## src/rtl/chan_irq_pkg.sv

```systemverilog
package chan_irq_pkg;
  localparam int unsigned NSRC     = 2;
  localparam int unsigned SRC_DEV  = 0;
  localparam int unsigned SRC_BERR = 1;

  // word indexes; byte offset is index * 4
  localparam int unsigned WIX_ERR_LO = 0;
  localparam int unsigned WIX_ERR_HI = 1;
  localparam int unsigned WIX_PEND   = 3;
  localparam int unsigned WIX_ENSET  = 5;
  localparam int unsigned WIX_ENCLR  = 7;

  typedef enum logic [2:0] {
    SEL_NONE, SEL_ERR_LO, SEL_ERR_HI, SEL_PEND, SEL_ENSET, SEL_ENCLR
  } reg_sel_e;

  function automatic reg_sel_e decode_word(input logic aligned, input int unsigned widx);
    reg_sel_e s;
    s = SEL_NONE;
    if (aligned) begin
      case (widx)
        WIX_ERR_LO: s = SEL_ERR_LO;
        WIX_ERR_HI: s = SEL_ERR_HI;
        WIX_PEND:   s = SEL_PEND;
        WIX_ENSET:  s = SEL_ENSET;
        WIX_ENCLR:  s = SEL_ENCLR;
        default:    s = SEL_NONE;
      endcase
    end
    return s;
  endfunction
endpackage

```

## src/rtl/irq_src_cell.sv

```systemverilog
module irq_src_cell (
  input  logic clk,
  input  logic rst_n,
  input  logic evt_i,
  input  logic w1c_i,
  input  logic en_set_i,
  input  logic en_clr_i,
  output logic pend_o,
  output logic en_o
);
  always_ff @(posedge clk or negedge rst_n) begin
    if (!rst_n) begin
      pend_o <= 1'b0;
      en_o   <= 1'b0;
    end else begin
      // a new event outranks a clear in the same cycle
      pend_o <= evt_i | (pend_o & ~w1c_i);
      if (en_set_i)      en_o <= 1'b1;
      else if (en_clr_i) en_o <= 1'b0;
    end
  end
endmodule

```

## src/rtl/err_addr_latch.sv

```systemverilog
module err_addr_latch #(
  parameter int unsigned AW = 64,
  parameter int unsigned DW = 32
) (
  input  logic          clk,
  input  logic          rst_n,
  input  logic          evt_i,
  input  logic          armed_i,
  input  logic [AW-1:0] addr_i,
  output logic [DW-1:0] lo_o,
  output logic [DW-1:0] hi_o
);
  localparam int unsigned HI_W = AW - DW;

  logic [AW-1:0] held_q;

  always_ff @(posedge clk or negedge rst_n) begin
    if (!rst_n)              held_q <= '0;
    else if (evt_i && armed_i) held_q <= addr_i;
  end

  assign lo_o = held_q[DW-1:0];

  generate
    if (HI_W >= DW) begin : g_hi_full
      assign hi_o = held_q[DW +: DW];
    end else begin : g_hi_pad
      assign hi_o = {{(DW-HI_W){1'b0}}, held_q[AW-1:DW]};
    end
  endgenerate
endmodule

```

## src/rtl/reg_read_port.sv

```systemverilog
module reg_read_port
  import chan_irq_pkg::*;
#(
  parameter int unsigned DW = 32,
  parameter int unsigned NS = 2
) (
  input  logic          clk,
  input  logic          rst_n,
  input  logic          rd_i,
  input  reg_sel_e      sel_i,
  input  logic [NS-1:0] pend_i,
  input  logic [NS-1:0] en_i,
  input  logic [DW-1:0] lo_i,
  input  logic [DW-1:0] hi_i,
  output logic          rvalid_o,
  output logic [DW-1:0] rdata_o
);
  logic [DW-1:0] mux_w;

  always_comb begin
    mux_w = '0;
    unique case (sel_i)
      SEL_ERR_LO:           mux_w = lo_i;
      SEL_ERR_HI:           mux_w = hi_i;
      SEL_PEND:             mux_w[NS-1:0] = pend_i;
      SEL_ENSET, SEL_ENCLR: mux_w[NS-1:0] = en_i;
      default:              mux_w = '0;
    endcase
  end

  always_ff @(posedge clk or negedge rst_n) begin
    if (!rst_n) begin
      rvalid_o <= 1'b0;
      rdata_o  <= '0;
    end else begin
      rvalid_o <= rd_i;
      rdata_o  <= rd_i ? mux_w : '0;
    end
  end
endmodule

```

## src/rtl/chan_irq_ctrl.sv

```systemverilog
module chan_irq_ctrl
  import chan_irq_pkg::*;
#(
  parameter int unsigned ADDR_W = 8,
  parameter int unsigned DATA_W = 32,
  parameter int unsigned ERR_AW = 64
) (
  input  logic              clk,
  input  logic              rst_n,
  input  logic              dev_evt_i,
  input  logic              buserr_evt_i,
  input  logic [ERR_AW-1:0] buserr_addr_i,
  input  logic              reg_wr_i,
  input  logic              reg_rd_i,
  input  logic [ADDR_W-1:0] reg_addr_i,
  input  logic [DATA_W-1:0] reg_wdata_i,
  output logic              reg_rvalid_o,
  output logic [DATA_W-1:0] reg_rdata_o,
  output logic              irq_o
);
  localparam int unsigned WIX_W = ADDR_W - 2;

  reg_sel_e          sel_w;
  logic [NSRC-1:0]   evt_w;
  logic [NSRC-1:0]   pend_w;
  logic [NSRC-1:0]   en_w;
  logic [DATA_W-1:0] err_lo_w;
  logic [DATA_W-1:0] err_hi_w;
  logic [WIX_W-1:0]  wix_w;

  assign wix_w = reg_addr_i[ADDR_W-1:2];
  assign sel_w = decode_word(reg_addr_i[1:0] == 2'b00, int'(wix_w));

  assign evt_w[SRC_DEV]  = dev_evt_i;
  assign evt_w[SRC_BERR] = buserr_evt_i;

  generate
    for (genvar g = 0; g < NSRC; g++) begin : g_src
      irq_src_cell u_cell (
        .clk      (clk),
        .rst_n    (rst_n),
        .evt_i    (evt_w[g]),
        .w1c_i    (reg_wr_i && (sel_w == SEL_PEND)  && reg_wdata_i[g]),
        .en_set_i (reg_wr_i && (sel_w == SEL_ENSET) && reg_wdata_i[g]),
        .en_clr_i (reg_wr_i && (sel_w == SEL_ENCLR) && reg_wdata_i[g]),
        .pend_o   (pend_w[g]),
        .en_o     (en_w[g])
      );
    end
  endgenerate

  err_addr_latch #(.AW(ERR_AW), .DW(DATA_W)) u_errcap (
    .clk     (clk),
    .rst_n   (rst_n),
    .evt_i   (buserr_evt_i),
    .armed_i (~pend_w[SRC_BERR]),
    .addr_i  (buserr_addr_i),
    .lo_o    (err_lo_w),
    .hi_o    (err_hi_w)
  );

  reg_read_port #(.DW(DATA_W), .NS(NSRC)) u_rdport (
    .clk      (clk),
    .rst_n    (rst_n),
    .rd_i     (reg_rd_i),
    .sel_i    (sel_w),
    .pend_i   (pend_w),
    .en_i     (en_w),
    .lo_i     (err_lo_w),
    .hi_i     (err_hi_w),
    .rvalid_o (reg_rvalid_o),
    .rdata_o  (reg_rdata_o)
  );

  assign irq_o = |(pend_w & en_w);
endmodule

```

## config.mk

```make
export PLATFORM = sky130hd
export DESIGN_NAME = chan_irq_ctrl
export DESIGN_NICKNAME = d
export VERILOG_FILES = /design/src/rtl/chan_irq_pkg.sv /design/src/rtl/irq_src_cell.sv /design/src/rtl/err_addr_latch.sv /design/src/rtl/reg_read_port.sv /design/src/rtl/chan_irq_ctrl.sv
export SDC_FILE = /design/constraint.sdc
export NUM_CORES = 1
export LEC_CHECK = 0
export CAP_MARGIN = 40
export CORE_MARGIN = 1.5
export CORE_UTILIZATION = 44
export CTS_BUF_LIST = sky130_fd_sc_hd__clkbuf_16
export DETAILED_ROUTE_END_ITERATION = 8
export GPL_ROUTABILITY_DRIVEN = 0
export HOLD_SLACK_MARGIN = 0.06
export PLACE_DENSITY = 0.79
export SYNTH_ARGS = -nofsm -noshare
export SYNTH_HDL_FRONTEND = slang
export SYNTH_SLANG_ARGS = --single-unit
```

## constraint.sdc

```tcl
create_clock -name clk -period 1.6 [get_ports clk]
set_input_delay 0.24 -clock clk [delete_from_list [all_inputs] [get_ports clk]]
set_output_delay 0.24 -clock clk [all_outputs]
set_load 0.03 [all_outputs]
```

==> results.tsv <==
stage	metric	value	unit
setup_path	Worst setup EP type	output port	
clock_tree	H-tree depth	3	
route	vias	2555	
synthesis	Yosys Warn Count	0	
setup_path	CP top delay family	buffers and inverters	
setup_path	Arr. time, crit path	1320	ps
clock_tree	CTS Sinks	101	
synthesis	sequential area share after synthesis	64.9	%
global_route	vias in the first global route	2719	
global_route	gr usage total	18.2	%
sta	Setup Viol. Count Final	0	
floorplan	DIE WIDTH	97.1	µm
route	average via count per standard cell	5.29	
setup_path	RR Startpoint	g_src[1].u_cell.pend_o	
clock_tree	root buffer selected by CTS	clkbuf_16	
sta	max-slew violations	0	
setup_path	critical path launch point type	flip-flop	
setup_path	Data required, critical path	1360	ps
synthesis	Seq cells post-synth	101	
setup_path	WS Path Type	flip-flop to output port	
sta	RSZ-0062 raised after global routing	false	
synthesis	Area contributors post-synth	dfrtp_1 65%, mux2_2 19%, a22o_1 7.0%	
synthesis	Post-synth EDFFs	0	
setup_path	Reg2Reg Depth	4	
final_layout	n_diodes	0	
floorplan	die height	97.1	µm
global_route	first-pass GRT wire length	13.5	mm
synthesis	Post-synth top cells	101 x dfrtp_1, 66 x mux2_2, 31 x a22o_1	
worst_hold_path	worst min-delay path class	primary input to async pin	
global_route	pin count of the biggest net entering global routing	92	
global_route	GR Overflow Total	0	
sta	Hold Violations, Final	0	
clock_tree	CTS tree	built	
route	Final ANT Viol Nets	0	
pwr	total power	5.53	mW
placement	number of port buffers	113	
synthesis	Synth Cell Area	3890	µm²
synthesis	Yosys top cell area share	64.9	%
floorplan	# rows	34	
setup_path	reg-to-reg endpoint	u_errcap.held_q[56]	
setup_path	WP depth	1	
synthesis	Synth area leader	dfrtp_1	
sta	Slew @ Worst Pin	466	ps
placement	DPL Wire Length	5.70	mm
clock_tree	Clock Latency Late Sink	340	ps
placement	Placement Cell Area	5240	µm²
route	Post-Route WL	8.10	mm
synthesis	Post-Syn Nets	356	
route	DR pass1 iterations	4	
sta	Slew HR	68.9	%
final_layout	fin area	5570	µm²
outcome	outcome	finished clean	
synthesis	synth unique cells	27	
route	DRC	0	
sta	Tcrit/Tclk final	97.2	%
sta	achievable clock frequency	0.643	GHz
final_layout	Fillers	665	
pwr	leakage	2.77	nW
synthesis	Synth Flop Type	dfrtp_1	
synthesis	Syn Area/Cell	15.8	µm²
job	Max-Cap Viols	0	
setup_path	Largest stage delay, worst path	660	ps
setup_path	r2r setup slk	140	ps
clock_tree	Clock Tree Buf Depth	2	
global_route	initial antenna violation count	0	
floorplan	Starting Density	45.1	%
route	average wire per standard cell	16.8	µm
setup_path	crit-path max FO	1	
setup_path	slowest stage cell, crit path	clkdlybuf4s50_1	
synthesis	most frequent cell after synthesis	dfrtp_1	
sta	Fin Clk Skew	7.21	ps
clock_tree	Num CTS Buffers	9	
pwr	peak supply drop	0.744	mV
clock_tree	setup bufs post-CTS	0	
synthesis	Syn Inst Count	246	
route	initial drt markers	82	
floorplan	die area	9420	µm²
final_layout	layout cells sized above 1	26.7	%
pwr	PwrDens	992	nW/µm²
final_layout	Area Overhead vs Synth	43.2	%
clock_tree	CTS clk-pin slew, worst paths	70	ps
floorplan	Ports	144	
setup_path	critical-path cell list	clkdlybuf4s50_1	
floorplan	Core Box Area	8640	µm²
final_layout	layout net count	480	
synthesis	async set-reset flop share out of synthesis	100	%
sta	Final min period	1560	ps
setup_path	WP buf/inv	1	
metrics by stage:
stage                     utilization [%]  std cells  setup TNS, ps  worst slack, ps  hold WS, ps
after global routing                 64.5        483              0            0.952          290
after global placement               60.6        466          -9680             -193         86.0
after detailed placement             60.6        466         -11800             -224         92.6
after floorplan                         -        246              0              267        -55.6
after CTS                            64.1        483              0             6.41          278
final                                64.5        483              0             44.3          282
sequential cells by signal, indices dropped and copies added, names as in the netlist:
name and flops:
u_errcap.held_q 64, u_rdport.rdata_o 32, g_src.u_cell.en_o 2, g_src.u_cell.pend_o 2
u_rdport.rvalid_o 1
cell families (layout without fill, tap and decap cells):
family / Yosys count / in the layout / share of synthesized area (%)
buffers and inverters: 17 / 146 / 2.76
multiplexers: 66 / 66 / 19.1
AO/OA/AOI/OAI: 41 / 41 / 8.80
flip-flops: 101 / 101 / 64.9
AND/OR/NAND/NOR: 21 / 21 / 4.43
metal layers:
metal | vias to the layer above | routed length [µm] | track usage [%] | part of all wire [%]
li1 | 1159 | - | - | -
met1 | 1308 | 3310 | 21.6 | 41
met2 | 77 | 4100 | 31.0 | 51
met3 | 11 | 541 | 6.47 | 6.7
met4 | 0 | 143 | 5.57 | 1.8
met5 | - | 0 | 0 | 0
layout make-up:
type | instances | area (µm²) | share of cell area, %
flip-flops and latches | 101 | 2530 | 45.3
repair buffers | 129 | 1340 | 24.1
clock buffers | 9 | 225 | 4.04
clock inverters | 7 | 73.8 | 1.32
multi-input cells | 128 | 1270 | 22.7
well taps | 108 | 135 | 2.42
inverters | 1 | 3.75 | 0.0673
worst max-delay path by stage:
stage | from | endpoint | slack, ps
global route | u_rdport.rdata_o[12] | reg_rdata_o[12] | 1
detailed placement | reg_addr_i[1] | u_rdport.rdata_o[17] | -220
finish | u_rdport.rdata_o[22] | reg_rdata_o[22] | 40
floorplan | g_src[1].u_cell.pend_o | u_errcap.held_q[0] | 270
global placement | reg_addr_i[1] | u_rdport.rdata_o[16] | -190
CTS | u_rdport.rdata_o[2] | reg_rdata_o[2] | 6
layout by cell type, fill, tap and decap left out, types with 3 or more instances in the layout:
cell type	n
buf_12	5
o2111ai_1	3
dlymetal6s2s_1	17
clkdlybuf4s50_1	84
dlygate4sd2_1	11
buf_4	11
mux2_2	66
clkbuf_16	9
dfrtp_1	101
a22o_1	31
repair_timing:
| item | 4_1_cts | 5_1_grt |
|---|---|---|
| gates resized for setup | 11 | 17 |
| endpoints found under the hold margin | 10 | 0 |
| hold buffers | 1 | 0 |
| gates cloned | 0 | 0 |
| pin swaps | 0 | 0 |
| setup endpoints to repair | 11 | 17 |
report_power, final:
part           internal, mW  switching [mW]
registers              2.75          0.0991
logic                 0.343           0.166
clock network          1.22           0.948
total                  4.32            1.21
Note: power is estimated with default switching activity, not from simulation.
